--- config.mk ---
export PLATFORM = sky130hd
export DESIGN_NAME = gpe_sci_block
export DESIGN_NICKNAME = d
export VERILOG_FILES = /design/src/rtl/gpe_pkg.sv /design/src/rtl/gpe_addr_dec.sv /design/src/rtl/gpe_event_regs.sv /design/src/rtl/cpu_present_map.sv /design/src/rtl/gpe_sci_block.sv
export SDC_FILE = /design/constraint.sdc
export NUM_CORES = 1
export LEC_CHECK = 0
export BUFFER_PORTS_ARGS = -buffer_cell sky130_fd_sc_hd__buf_2
export CAP_MARGIN = 5
export CORE_AREA = 2 2 51 101
export CTS_CLUSTER_DIAMETER = 100
export CTS_CLUSTER_SIZE = 10
export DETAILED_ROUTE_END_ITERATION = 7
export DIE_AREA = 0 0 53 103
export GPL_ROUTABILITY_DRIVEN = 0
export PLACE_DENSITY_LB_ADDON = 0.05
export SLEW_MARGIN = 20
export SYNTH_ARGS = -nofsm -noshare
export SYNTH_HDL_FRONTEND = slang
export SYNTH_SLANG_ARGS = --single-unit
--- constraint.sdc ---
create_clock -name clk -period 4 [get_ports clk]
set_input_delay 0.6 -clock clk [delete_from_list [all_inputs] [get_ports clk]]
set_output_delay 0.6 -clock clk [all_outputs]
set_load 0.03 [all_outputs]
--- src/rtl/gpe_pkg.sv ---
package gpe_pkg;

    typedef logic [7:0] byte_t;

    // Which register window an address falls into
    typedef enum logic [1:0] {
        RGN_NONE = 2'd0,
        RGN_STS  = 2'd1,
        RGN_EN   = 2'd2,
        RGN_CPU  = 2'd3
    } region_e;

    // Decoded bus access: window plus byte offset inside it
    typedef struct packed {
        region_e region;
        byte_t   off;
    } bus_sel_t;

    // Bit b of processor byte idx is set when slot 8*idx+b is populated
    function automatic byte_t present_byte(int unsigned count, byte_t idx);
        byte_t r;
        for (int unsigned b = 0; b < 8; b++) begin
            r[b] = ((int'(idx) * 8 + b) < count);
        end
        return r;
    endfunction

    // Single-bit mask inside one byte
    function automatic byte_t bit_mask(int unsigned pos);
        byte_t m;
        m = '0;
        m[pos[2:0]] = 1'b1;
        return m;
    endfunction

endpackage

--- src/rtl/gpe_addr_dec.sv ---
module gpe_addr_dec
    import gpe_pkg::*;
#(
    parameter logic [15:0] GPE_BASE  = 16'h0C08,
    parameter int          GPE_LEN   = 4,
    parameter logic [15:0] CPU_BASE  = 16'hAF00,
    parameter int          CPU_BYTES = 32
) (
    input  logic [15:0] addr,
    output bus_sel_t    sel
);
    localparam int HALF = GPE_LEN / 2;

    logic [15:0] g_off;
    logic [15:0] c_off;

    // Wrapping subtraction: addresses below a base land far above the window
    assign g_off = addr - GPE_BASE;
    assign c_off = addr - CPU_BASE;

    always_comb begin
        sel.region = RGN_NONE;
        sel.off    = '0;
        if (g_off < 16'(HALF)) begin
            sel.region = RGN_STS;
            sel.off    = g_off[7:0];
        end else if (g_off < 16'(GPE_LEN)) begin
            sel.region = RGN_EN;
            sel.off    = 8'(g_off - 16'(HALF));
        end else if (c_off < 16'(CPU_BYTES)) begin
            sel.region = RGN_CPU;
            sel.off    = c_off[7:0];
        end
    end

endmodule

--- src/rtl/gpe_event_regs.sv ---
module gpe_event_regs
    import gpe_pkg::*;
#(
    parameter int HALF   = 2,
    parameter int HP_BIT = 3
) (
    input  logic              clk,
    input  logic              rst,
    input  logic              wr,
    input  bus_sel_t          sel,
    input  byte_t             wdata,
    input  logic              hp_evt,
    output logic [HALF*8-1:0] sts_q,
    output logic [HALF*8-1:0] en_q,
    output logic              sci_q
);
    localparam int    W       = HALF * 8;
    localparam int    HP_BYTE = HP_BIT / 8;
    localparam int    HP_FLAT = HP_BYTE * 8 + (HP_BIT % 8);
    localparam byte_t HP_MASK = bit_mask(HP_BIT % 8);

    logic [W-1:0]    sts_d;
    logic [W-1:0]    en_d;
    logic [HALF-1:0] wr_sts;
    logic [HALF-1:0] wr_en;
    logic            sci_d;

    // Per-byte next state: write-1-to-clear status, event OR-in, plain enable store
    for (genvar g = 0; g < HALF; g++) begin : g_byte
        assign wr_sts[g] = wr && (sel.region == RGN_STS) && (sel.off == 8'(g));
        assign wr_en[g]  = wr && (sel.region == RGN_EN)  && (sel.off == 8'(g));

        assign sts_d[g*8 +: 8] = (sts_q[g*8 +: 8] & ~(wr_sts[g] ? wdata : 8'h00))
                               | ((hp_evt && (g == HP_BYTE)) ? HP_MASK : 8'h00);
        assign en_d[g*8 +: 8]  = wr_en[g] ? wdata : en_q[g*8 +: 8];
    end

    // SCI flag: drop on acknowledge or mask, raise on an enabled event (raise wins)
    always_comb begin
        sci_d = sci_q;
        if (sci_q && sts_q[HP_FLAT] && !sts_d[HP_FLAT]) begin
            sci_d = 1'b0;
        end
        if (sci_q && wr_en[HP_BYTE] && !wdata[HP_BIT % 8]) begin
            sci_d = 1'b0;
        end
        if (hp_evt && en_d[HP_FLAT]) begin
            sci_d = 1'b1;
        end
    end

    always_ff @(posedge clk) begin
        if (rst) begin
            sts_q <= '0;
            en_q  <= '0;
            sci_q <= 1'b0;
        end else begin
            sts_q <= sts_d;
            en_q  <= en_d;
            sci_q <= sci_d;
        end
    end

    // state observed one cycle after reset is clear
    p_reset_clear_r1: assert property (@(posedge clk)
        $past(rst) |-> (sts_q == '0 && en_q == '0 && !sci_q));

    // only the hotplug status bit can ever be set
    p_only_hp_status_r3: assert property (@(posedge clk) disable iff (rst)
        ((sts_q & ~(W'(1) << HP_FLAT)) == '0));

    // the SCI rises only after an event pulse
    p_sci_rise_on_event_r4: assert property (@(posedge clk) disable iff (rst)
        $rose(sci_q) |-> $past(hp_evt));

    // a raised SCI always has its status bit pending
    p_sci_has_status_r5: assert property (@(posedge clk) disable iff (rst)
        sci_q |-> sts_q[HP_FLAT]);

    // a raised SCI always has its enable bit set
    p_sci_has_enable_r6: assert property (@(posedge clk) disable iff (rst)
        sci_q |-> en_q[HP_FLAT]);

    // enabling a pending bit without an event never raises the SCI
    p_no_late_raise_r8: assert property (@(posedge clk) disable iff (rst)
        (!sci_q && !hp_evt) |=> !sci_q);

endmodule

--- src/rtl/cpu_present_map.sv ---
module cpu_present_map
    import gpe_pkg::*;
#(
    parameter int CPU_BYTES    = 32,
    parameter int PRESENT_CPUS = 1
) (
    input  bus_sel_t sel,
    output byte_t    data
);
    // Read-only constant map: no storage, so bus writes cannot reach it
    always_comb begin
        data = '0;
        if (sel.region == RGN_CPU && int'(sel.off) < CPU_BYTES) begin
            data = present_byte(PRESENT_CPUS, sel.off);
        end
    end

endmodule

--- src/rtl/gpe_sci_block.sv ---
module gpe_sci_block
    import gpe_pkg::*;
#(
    parameter logic [15:0] GPE_BASE     = 16'h0C08,
    parameter int          GPE_LEN      = 4,
    parameter logic [15:0] CPU_BASE     = 16'hAF00,
    parameter int          CPU_BYTES    = 32,
    parameter int          PRESENT_CPUS = 1,
    parameter int          HP_BIT       = 3
) (
    input  logic        clk,
    input  logic        rst,
    input  logic        bus_wr,
    input  logic        bus_rd,
    input  logic [15:0] bus_addr,
    input  logic [7:0]  bus_wdata,
    output logic [7:0]  bus_rdata,
    input  logic        hp_evt,
    output logic        sci_level
);
    localparam int HALF = GPE_LEN / 2;

    bus_sel_t          sel;
    logic [HALF*8-1:0] sts_flat;
    logic [HALF*8-1:0] en_flat;
    byte_t             cpu_byte;

    gpe_addr_dec #(
        .GPE_BASE (GPE_BASE),
        .GPE_LEN  (GPE_LEN),
        .CPU_BASE (CPU_BASE),
        .CPU_BYTES(CPU_BYTES)
    ) u_dec (
        .addr(bus_addr),
        .sel (sel)
    );

    gpe_event_regs #(
        .HALF  (HALF),
        .HP_BIT(HP_BIT)
    ) u_regs (
        .clk   (clk),
        .rst   (rst),
        .wr    (bus_wr),
        .sel   (sel),
        .wdata (bus_wdata),
        .hp_evt(hp_evt),
        .sts_q (sts_flat),
        .en_q  (en_flat),
        .sci_q (sci_level)
    );

    cpu_present_map #(
        .CPU_BYTES   (CPU_BYTES),
        .PRESENT_CPUS(PRESENT_CPUS)
    ) u_cpu (
        .sel (sel),
        .data(cpu_byte)
    );

    // Read mux; the decoder bounds the offset inside each window
    always_comb begin
        bus_rdata = '0;
        if (bus_rd) begin
            unique case (sel.region)
                RGN_STS:  bus_rdata = sts_flat[int'(sel.off)*8 +: 8];
                RGN_EN:   bus_rdata = en_flat[int'(sel.off)*8 +: 8];
                RGN_CPU:  bus_rdata = cpu_byte;
                default:  bus_rdata = '0;
            endcase
        end
    end

    // a read with the strobe low never returns data
    p_idle_read_zero_r2: assert property (@(posedge clk) disable iff (rst)
        !bus_rd |-> (bus_rdata == 8'h00));

endmodule

* Word level (Yosys, flattened, before mapping)
Index checks and enable logic that the tools add are counted.
** Word-level totals
- Word-level logic and storage cells :: 67
- Output and inout port bits :: 9
- Register bits :: 33
** Cells by class
- Bitwise logic cells :: 5
- Reduce and logical (&&, ||, !) cells :: 16
- Muxes and demuxes :: 13
- Add/sub/neg operators :: 10
- Shift operators :: 2
- Equality and inequality tests :: 4
- $lt $le $gt $ge :: 12
** Operators by type and width (count)
- 32-bit by 1-bit < comparator with 1-bit output (second input constant) :: 7
- 11-bit by 3-bit adder with 12-bit output (second input constant) :: 4
- 8-bit 2-to-1 mux :: 4
- 16-bit by 12-bit variable part select with 8-bit output :: 2
- 10-bit 2-to-1 mux :: 3
- 11-bit by 2-bit adder with 12-bit output (second input constant) :: 2
- 8-bit one-hot mux with 3 select lines :: 1
- 8-bit bitwise AND :: 2
- 16-bit by 2-bit < comparator with 1-bit output (second input constant) :: 1
- 16-bit by 3-bit < comparator with 1-bit output (second input constant) :: 1
- 16-bit by 6-bit < comparator with 1-bit output (second input constant) :: 1
- 8-bit NOT :: 2
- 16-bit by 12-bit subtractor with 16-bit output (second input constant) :: 1
- 16-bit subtractor (second input constant) :: 1
- 11-bit by 1-bit adder with 12-bit output (second input constant) :: 1
- 1-bit logical AND :: 12
- 11-bit by 1-bit < comparator with 1-bit output (second input constant) :: 1
- 8-bit by 1-bit equality test with 1-bit output (second input constant) :: 1
- 8-bit logical NOT :: 1
- 8-bit by 6-bit < comparator with 1-bit output (second input constant) :: 1
- 4-bit 2-to-1 mux :: 2
- 8-bit bitwise OR :: 1
- 8-bit by 2-bit subtractor with 8-bit output (second input constant) :: 1
- 2-bit equality test (second input constant) :: 2
- 4 further kinds :: 7

* Logic depth before layout (Yosys ltp)
Gate-level depths: netlist of the first run.
- Word-level depth :: 17
- Mapped depth :: 10
- Gate-level depth less buffers :: 9

* Modules after synthesis
From an unflattened synthesis of the first run, not the netlist that was laid out.
** Unflattened totals
- Cell total of the unflattened synthesis :: 212
- Area total of the unflattened synthesis :: 2037.0 um^2
** By module, submodules not included
- gpe_event_regs :: area each 1243.7 um^2, cells an instance 120, times used 1
- gpe_addr_dec :: area each 355.3 um^2, cells an instance 53, times used 1
- gpe_sci_block :: area each 350.3 um^2, cells an instance 28, times used 1
- cpu_present_map :: area each 87.6 um^2, cells an instance 11, times used 1

* Least setup slack after synthesis of the first run
No wires, ideal clock.
- Kind :: input -> output
- Start point :: in bus_addr[4]
- End point :: out bus_rdata[1]
- Data arrival time :: 2823 ps
- Stages on the path :: 10
- Path slack :: 577 ps
- Path through :: inv_1 > ha_1 > xnor2_1 > nand3_1 > a2111oi_4 > a31o_2 > nand2_1 > buf_2 > mux2i_1 > o22ai_1
** On the way
- Longest elaborated chain between the ends :: 10
** RTL lines
- start: declaration :: line gpe_sci_block.sv:15 : input logic [15:0] bus_addr,
- 16-bit subtractor :: line gpe_addr_dec.sv:19 : assign c_off = addr - CPU_BASE;
- 16-bit by 6-bit < comparator with 1-bit output :: line gpe_addr_dec.sv:30 : end else if (c_off < 16'(CPU_BYTES)) begin
- 10-bit 2-to-1 mux :: line gpe_addr_dec.sv:30
- 10-bit 2-to-1 mux :: line gpe_addr_dec.sv:27 : end else if (g_off < 16'(GPE_LEN)) begin
- 10-bit 2-to-1 mux (*) :: line gpe_addr_dec.sv:24 : if (g_off < 16'(HALF)) begin
- 11-bit by 1-bit adder with 12-bit output, or another cell as far along :: line gpe_pkg.sv:23 : r[b] = ((int'(idx) * 8 + b) < count);
- 32-bit by 1-bit < comparator with 1-bit output or 1-bit logical AND (tied branches) :: line gpe_pkg.sv:23, cpu_present_map.sv:13
- 8-bit 2-to-1 mux :: line cpu_present_map.sv:13 : if (sel.region == RGN_CPU && int'(sel.off) < CPU_BYTES) begin
- 8-bit one-hot mux with 3 select lines (*) :: line gpe_sci_block.sv:65 : unique case (sel.region)
- 8-bit 2-to-1 mux (*) :: line gpe_sci_block.sv:64 : if (bus_rd) begin
- end: declaration :: line gpe_sci_block.sv:17 : output logic [7:0] bus_rdata,
Every way passes the cells marked *; elsewhere a longest branch is shown, timed or not.

* Worst setup path in the final report of the first run
- Start point :: in bus_addr[3]
- End point :: out bus_rdata[3]
** On the way
- Longest elaborated chain between the ends :: 10
** RTL lines (line)
- 16-bit subtractor :: gpe_addr_dec.sv:19
- 16-bit by 6-bit < comparator with 1-bit output :: gpe_addr_dec.sv:30
- 10-bit 2-to-1 mux :: gpe_addr_dec.sv:30
- 10-bit 2-to-1 mux :: gpe_addr_dec.sv:27
- 10-bit 2-to-1 mux (*) :: gpe_addr_dec.sv:24
- 11-bit by 2-bit adder with 12-bit output, or another cell as far along :: gpe_pkg.sv:23
- 32-bit by 1-bit < comparator with 1-bit output or 1-bit logical AND (tied branches) :: gpe_pkg.sv:23, cpu_present_map.sv:13
- 8-bit 2-to-1 mux :: cpu_present_map.sv:13
- 8-bit one-hot mux with 3 select lines (*) :: gpe_sci_block.sv:65
- 8-bit 2-to-1 mux (*) :: gpe_sci_block.sv:64
Marks and branches as above.

==> key figures, run 1 <==
Worst setup path
  • Crit start category: input port
  • Required @ worst endpoint: 3.40 ns
  • WP data arrival: between 2 and 3 ns
  • FF-to-FF path depth: 3
  • Worst setup EP type: output port
  • Worst Path Max Fanout: 8
  • Worst Path Class, Setup: input port to output port

Timing
  • Final setup vio count: 0
  • Setup TNS: 0 ns
  • Fin. Hold Viols: 0
  • Least-Margin Pin Slew: roughly 0.63 ns
  • Final period util: 0.8747
  • Max Slew Vio Count: 0
  • Max-Slew Margin vs Limit: 0.5799
  • Clk_skew: 0.00009751 ns
  • Final min period: around 3.5 ns
  • RSZ-0062 raised after global routing: no
  • F_max: 0.2858 GHz

Power
  • Leak: ~0.00095 uW
  • Peak VDD IR: 0.2407 mV
  • Power density cells: approximately 300 nW/um^2

Die
  • Die area: between 5000 and 6000 um^2
  • Core ar.: 4730 um^2
  • Starting Density: 0.3823
  • I/O pin count: 38
  • Die height: approximately 100 um
  • Die W: 53 um
  • Std-Cell Rows: 36

Logic synthesis
  • Post-Syn Nets: 229
  • Mapped Avg Cell Area: around 9.2 um^2
  • Asr flop ratio synth: 0
  • Unique masters post-synth: 41
  • Gate Count Post-Synth: 196
  • Yosys reg bits: 33
  • Area of the mapped netlist: ~1800 um^2
  • Post-synth EDFFs: 0
  • Register area share after synthesis: 0.3654
  • Synth warn: 0
  • Post-synth top flop: dfxtp_1

Hold path
  • Worst min path class: flip-flop to flip-flop
  • WHS Path Cells: 2

Global routing
  • Number of global-route vias before repair: about 1500
  • Largest net degree at the start of global routing: 34
  • First-pass GRT wire length: a little under 7 mm
  • Total GRT Usage: 0.1711
  • Initial antenna violation count: 0
  • Gr ovfl total: 0

Route
  • Iter 0 DRT Violations: 17
  • Final ANT Viol Nets: 0
  • Via count: around 1600
  • Number of iterations in the first detailed-routing pass: 4
  • Final WL: roughly 4.2 mm
  • DR DRC count: 0
  • Routed length per placed instance: between 10 and 15 um
  • Vias per cell: approximately 5.4

Placement
  • Post-Place Cell Area: slightly above 2000 um^2
  • Post-DP HPWL: 2.989 mm
  • Post-placement cell count: roughly 290
  • PortBufs: 37

CTS
  • Hold buffer count at cts: 0
  • Worst skew pair latency: approximately 0.28 ns
  • H-tree depth: 2
  • CTS sink count: 33
  • Clock-pin slew of the registers on the worst-case setup and hold paths: roughly 0.06 ns
  • CTS resizes: 0
  • CTS tree: done
  • Post-CTS Setup Repair Bufs: 0
  • CTS buffer count: 5
  • Root buffer cell: clkbuf_8
  • Clock buffer depth: 2

Outcome
  • Status: complete, no violations

Final layout
  • Post-route cell area: about 2200 um^2
  • Non-Filler Instances: ~300
  • Layout Area Growth over Synthesis: 18.96%
  • Fill cells: between 400 and 500
  • N_diodes: 0
  • Final #Nets: between 200 and 300
  • Fraction of layout cells with a size suffix above 1: 0.2500

Run
  • Max-cap viol count: 0
-- synthesized netlist by cell type, types with 2 or more instances --
| master | instances | area, um^2 |
|---|---|---|
| dfxtp_1 | 33 | 660.6 |
| nor3_4 | 2 | 32.53 |
| nand3_1 | 4 | 20.02 |
| o31ai_1 | 2 | 15.01 |
| a21oi_1 | 19 | 95.09 |
| nand2_1 | 5 | 18.77 |
| nand2b_1 | 15 | 93.84 |
| nor4_1 | 2 | 12.51 |
| o21ai_0 | 2 | 10.01 |
| clkbuf_1 | 4 | 15.01 |
| and3_1 | 2 | 12.51 |
| inv_1 | 9 | 33.78 |
| mux2i_1 | 32 | 320.3 |
| nor2_1 | 23 | 86.33 |
| nand4_1 | 4 | 25.02 |
| xnor2_1 | 2 | 17.52 |
| nand4_2 | 2 | 25.02 |
| o22ai_1 | 7 | 43.79 |
| and4_1 | 2 | 17.52 |
| ha_1 | 4 | 50.05 |
-- sequential cells by signal, summed over array words and instances, names as in the netlist --
| signal | count |
|---|---|
| u_regs.sci_q | 1 |
| u_regs.sts_q | 16 |
| u_regs.en_q | 16 |
-- per-stage QoR --
stage | hold WS (ns) | setup WS [ns] | utilization | power [uW]
2_1_floorplan | 0.4251 | 0.5765 | - | 369.9
3_3_place_gp | 0.4368 | 0.5316 | 0.4373 | 399.8
3_5_place_dp | 0.4361 | 0.5012 | 0.4373 | 399.8
4_1_cts | 0.4495 | 0.4818 | 0.4548 | 637.8
5_1_grt | 0.4700 | 0.2290 | 0.4548 | 653.5
6_report | 0.4495 | 0.5014 | 0.4548 | 627.3
-- area by class of cell --
| type | instances | area, um^2 | area share |
|---|---|---|---|
| Multi-Input combinational cell | 147 | 1072 | 0.4985 |
| Sequential cell | 33 | 660.6 | 0.3072 |
| Timing Repair Buffer | 43 | 230.2 | 0.1070 |
| Clock buffer | 6 | 72.57 | 0.03374 |
| Tap cell | 57 | 71.32 | 0.03316 |
| Inverter | 9 | 33.78 | 0.01571 |
| Clock inverter | 2 | 10.01 | 0.004654 |
-- placed cells by master, fill, tap and decap left out, types with 2 or more instances in the layout --
| cell type | instances |
|---|---|
| inv_1 | 9 |
| clkinv_2 | 2 |
| nand2_1 | 5 |
| o31ai_1 | 2 |
| nor2_1 | 23 |
| clkbuf_8 | 5 |
| ha_1 | 4 |
| and4_1 | 2 |
| o21ai_0 | 2 |
| buf_2 | 37 |
| nand4_1 | 4 |
| o22ai_1 | 7 |
| nor4_1 | 2 |
| nand4_2 | 2 |
| nor3_4 | 2 |
| a21oi_1 | 19 |
| xnor2_1 | 2 |
| mux2i_1 | 32 |
| and3_1 | 2 |
| buf_4 | 6 |
| nand2b_1 | 15 |
| nand3_1 | 4 |
| dfxtp_1 | 33 |
-- per-layer routing --
| layer | GRT usage | up-vias | wire length (um) | share of wire |
|---|---|---|---|---|
| li1 | - | 799 | - | - |
| met1 | 0.2002 | 763 | 1838 | 0.44 |
| met2 | 0.2904 | 25 | 2132 | 0.51 |
| met3 | 0.02899 | 10 | 136 | 0.032 |
| met4 | 0.08876 | 0 | 112 | 0.027 |
| met5 | 0 | - | 0 | 0 |
-- path summary, 6_finish.rpt --
path         slack [ns]                     endpoint                        start
max                0.50                 bus_rdata[3]                  bus_addr[3]
min                0.45  u_regs.sts_q[14]$_SDFF_PP0_  u_regs.sts_q[14]$_SDFF_PP0_
max reg2reg        3.10    u_regs.sci_q$_SDFFE_PP0P_    u_regs.sci_q$_SDFFE_PP0P_
min reg2reg        0.45  u_regs.sts_q[14]$_SDFF_PP0_  u_regs.sts_q[14]$_SDFF_PP0_
-- logic make-up (layout without fill, tap and decap cells) --
| logic type | after synthesis | in the layout | share of synthesized area |
|---|---|---|---|
| flops | 33 | 33 | 0.3654 |
| xor+xnor | 3 | 3 | 0.01454 |
| fa+ha+maj | 4 | 4 | 0.02768 |
| simple gates | 67 | 67 | 0.2145 |
| mux | 33 | 33 | 0.1855 |
| buf+inv | 16 | 60 | 0.04152 |
| compound gates | 40 | 40 | 0.1509 |
-- worst max-delay path, stage by stage --
cell and delay [ns]:
buf_2 0.16, inv_1 0.06, ha_1 0.24, xnor2_1 0.23, nand3_1 0.21, a2111oi_0 0.41, and3_1 0.29, nand4_1 0.11
buf_4 0.19, o22ai_1 0.18, buf_2 0.22
-- power breakdown --
part / internal (uW) / total, uW / switching [uW]
combinational: 24.5 / 62.9 / 38.4
clock: 120 / 234 / 114
sequential: 329 / 330 / 0.586
Power figures use the tool's default switching activity.
==> run 2: changes to the inputs <==
--- a/config.mk
+++ b/config.mk
@@ -7,14 +7,15 @@
 export LEC_CHECK = 0
 export BUFFER_PORTS_ARGS = -buffer_cell sky130_fd_sc_hd__buf_2
 export CAP_MARGIN = 5
-export CORE_AREA = 2 2 51 101
+export CORE_AREA = 2 2 54 106
 export CTS_CLUSTER_DIAMETER = 100
 export CTS_CLUSTER_SIZE = 10
 export DETAILED_ROUTE_END_ITERATION = 7
-export DIE_AREA = 0 0 53 103
+export DIE_AREA = 0 0 56 108
 export GPL_ROUTABILITY_DRIVEN = 0
 export PLACE_DENSITY_LB_ADDON = 0.05
 export SLEW_MARGIN = 20
 export SYNTH_ARGS = -nofsm -noshare
 export SYNTH_HDL_FRONTEND = slang
+export SYNTH_HIERARCHICAL = 1
 export SYNTH_SLANG_ARGS = --single-unit
==> run 2 against run 1 <==
Compared with the run above: synthesized cell count increased by 8.2%; hold slack improved by 0.0077 ns; global-route usage is 2.5 points higher; critical path depth did not move; routed wire length rose by 32%; clock skew barely moved; final area increased by 22%; first-iteration DRC count grew to 5.5 times the previous value; fmax is 11% lower; core utilization increased by 5.0 points; critical endpoint is now bus_rdata[4].
==> key figures, run 2 <==
Final layout
  • Layout Area Growth over Synthesis: 28.56%
  • Final #Nets: 299 (+9.9%)
  • Fill cells: 508 (+6.1%)
  • Largest regs: u_regs/en_q: 16 flops, u_regs/sts_q: 16 flops, u_regs/sci_q: 1 flops
  • Most frequent cells in the layout: 33 x dfxtp_1, 29 x buf_2, 25 x nor2_1
  • Most common library cell in the layout ignoring fill and taps: dfxtp_1
  • Fraction of layout cells with a size suffix above 1: 0.3660 (+0.1160)
  • N_diodes: 0 (unchanged)
  • Final Util: 0.5051 (+0.05031)

Logic synthesis
  • Synth warn: 6 (+6)
  • Most frequent cell after synthesis: dfxtp_1
  • Post-synth top flop: dfxtp_1
  • Largest area contributor in the netlist: dfxtp_1
  • Synth cell count leaders: 33 x dfxtp_1, 27 x nor2_1, 17 x a21oi_1, 17 x mux2i_1, 16 x nand2b_1
  • Yosys reg bits: 33 (unchanged)
  • Asr flop ratio synth: 0 (unchanged)
  • Yosys top cell area share: 0.3243 (-0.04107)
  • Mapped Avg Cell Area: 9.608 um^2 (+4.2%)
  • Area of the mapped netlist: 2037 um^2 (+13%)
  • Gate Count Post-Synth: 212 (+8.2%)
  • Register area share after synthesis: 0.3243 (-0.04107)
  • Unique masters post-synth: 47 (+15%)
  • Top cells by area, synth: dfxtp_1 32%, mux4_2 8.8%, mux2i_1 8.4%
  • Post-synth EDFFs: 0 (unchanged)

CTS
  • Root buffer cell: clkbuf_8
  • CTS buffer count: 5 (unchanged)
  • CTS sink count: 33 (unchanged)
  • Hold buffer count at cts: 0 (unchanged)
  • CTS tree: done
  • Clock buffer depth: 2 (unchanged)
  • Worst skew pair latency: 0.28 ns (about the same)
  • H-tree depth: 2 (unchanged)
  • Clock-pin slew of the registers on the worst-case setup and hold paths: 0.07 ns (about the same)

Timing
  • F_max: 0.2556 GHz (-11%)
  • Clk_skew: 0.00008951 ns (-0.000007994 ns)
  • Final setup vio count: 0 (unchanged)
  • Fin. Hold Viols: 0 (unchanged)
  • Max-Slew Margin vs Limit: 0.6454 (+0.06547)
  • Least-Margin Pin Slew: 0.5185 ns (-0.1096 ns)
  • Setup TNS: 0 ns (unchanged)
  • Final period util: 0.9780 (+0.1034)
  • Max Slew Vio Count: 0 (unchanged)
  • Worst hold slack: 0.4572 ns (+0.007690 ns)
  • Setup WS post-layout: 0.08795 ns (-0.4134 ns)
  • Final min period: 3.912 ns (+0.4134 ns)

Die
  • Die height: 108 um (+4.9%)
  • Core ar.: 5185 um^2 (+9.6%)
  • Starting Density: 0.3929 (+0.01058)
  • Die area: 6048 um^2 (+11%)
  • I/O pin count: 38 (unchanged)
  • Std-Cell Rows: 37 (+2.8%)
  • Die W: 56 um (+5.7%)

Worst setup path
  • FF-to-FF path depth: 3 (unchanged)
  • Worst setup EP type: output port
  • Crit start category: input port
  • WP data arrival: 3.31 ns (+0.41 ns)
  • Required @ worst endpoint: 3.40 ns (about the same)
  • Worst Path Max Fanout: 8 (unchanged)
  • Worst Path Class, Setup: input port to output port

Route
  • Iter 0 DRT Violations: 93 (+76)
  • Final ANT Viol Nets: 0 (unchanged)
  • Via count: 1747 (+9.4%)
  • DR DRC count: 0 (unchanged)
  • Vias per cell: 5.409 (+0.59%)
  • Final WL: 5.564 mm (+32%)
  • Routed length per placed instance: 17.23 um (+21%)
  • Number of iterations in the first detailed-routing pass: 4 (unchanged)

Placement
  • PortBufs: 37 (unchanged)
  • Post-DP HPWL: 4.458 mm (+49%)
  • Pre-CTS WS: 0.07194 ns (-0.4293 ns)

Global routing
  • Total GRT Usage: 0.1957 (+0.02459)
  • Number of global-route vias before repair: 1758 (+16%)
  • Gr ovfl total: 0 (unchanged)
  • Initial antenna violation count: 0 (unchanged)
  • Largest net degree at the start of global routing: 34 (unchanged)
  • First-pass GRT wire length: 9.080 mm (+33%)

Hold path
  • Worst min path class: flip-flop to flip-flop
  • WHS Path Cells: 2 (unchanged)

Power
  • Leak: 0.001210 uW (+27%)
  • Peak VDD IR: 0.4877 mV (+100%)
  • Power density cells: 293.3 nW/um^2 (+0.57%)
  • Overall Power: 768.1 uW (+22%)

Run
  • Max-cap viol count: 0 (unchanged)

Outcome
  • Status: complete, no violations
==> run 2: repair_timing <==
| item | 4_1_cts | 5_1_grt |
|---|---|---|
| endpoints found under the setup margin | 0 | 8 |
| resized for setup | 0 | 34 |
| setup buffers | 0 | 1 |
==> run 2: layout make-up <==
class	instances	area, um^2	area share
Clock buffer	5	68.82	0.02628
Clock inverter	3	65.06	0.02484
Inverter	13	48.80	0.01863
Multi-Input combinational cell	156	1310	0.5002
Sequential cell	33	660.6	0.2523
Tap cell	58	72.57	0.02771
Timing Repair Buffer	55	392.9	0.1500
==> run 2: final timing paths <==
| path | from | to | slack [ns] |
|---|---|---|---|
| worst max-delay path | bus_addr[6] | bus_rdata[4] | 0.09 |
| worst min-delay path | u_regs/sts_q[8]$_SDFF_PP0_ | u_regs/sts_q[8]$_SDFF_PP0_ | 0.46 |
| worst max register to register | u_regs/en_q[3]$_SDFF_PP0_ | u_regs/sci_q$_SDFFE_PP0P_ | 3.09 |
| worst min register to register | u_regs/sts_q[8]$_SDFF_PP0_ | u_regs/sts_q[8]$_SDFF_PP0_ | 0.46 |
==> run 2: report_power, final <==
part	internal, uW	switching (uW)
Clock	248	124
Combinational	29.1	37.6
Sequential	329	0.634
Total	606	162
==> run 2: through the flow <==
stage	instance area, um^2	std cells
after global placement	2385	315
after global routing	2619	323
after CTS	2519	323
after detailed placement	2385	315
after floorplan	2059	218
final	2619	323
==> run 2: logic make-up after synthesis <==
family / synth area share
other cells: 0.003687
compound gates: 0.1616
flops: 0.3243
simple gates: 0.2260
fa+ha+maj: 0.03685
buf+inv: 0.07555
mux: 0.1720
==> run 2: worst max-delay path, stage by stage <==
cell and delay, ns:
buf_2 0.14, nor3_4 0.20, a31oi_2 0.12, or4b_4 0.56, a211oi_4 0.27, a21o_2 0.20
ha_4 0.14, buf_12 0.13, mux4_2 0.50, a32o_2 0.28, buf_4 0.16
==> run 2: routing by layer <==
metal	share of wire	global-route usage	vias to the layer above	wire length [um]
met1	0.35	0.1894	836	1946
met5	0	0	-	0
li1	-	-	860	-
met2	0.59	0.3992	42	3306
met4	0.026	0.08503	0	144
met3	0.030	0.02033	9	167
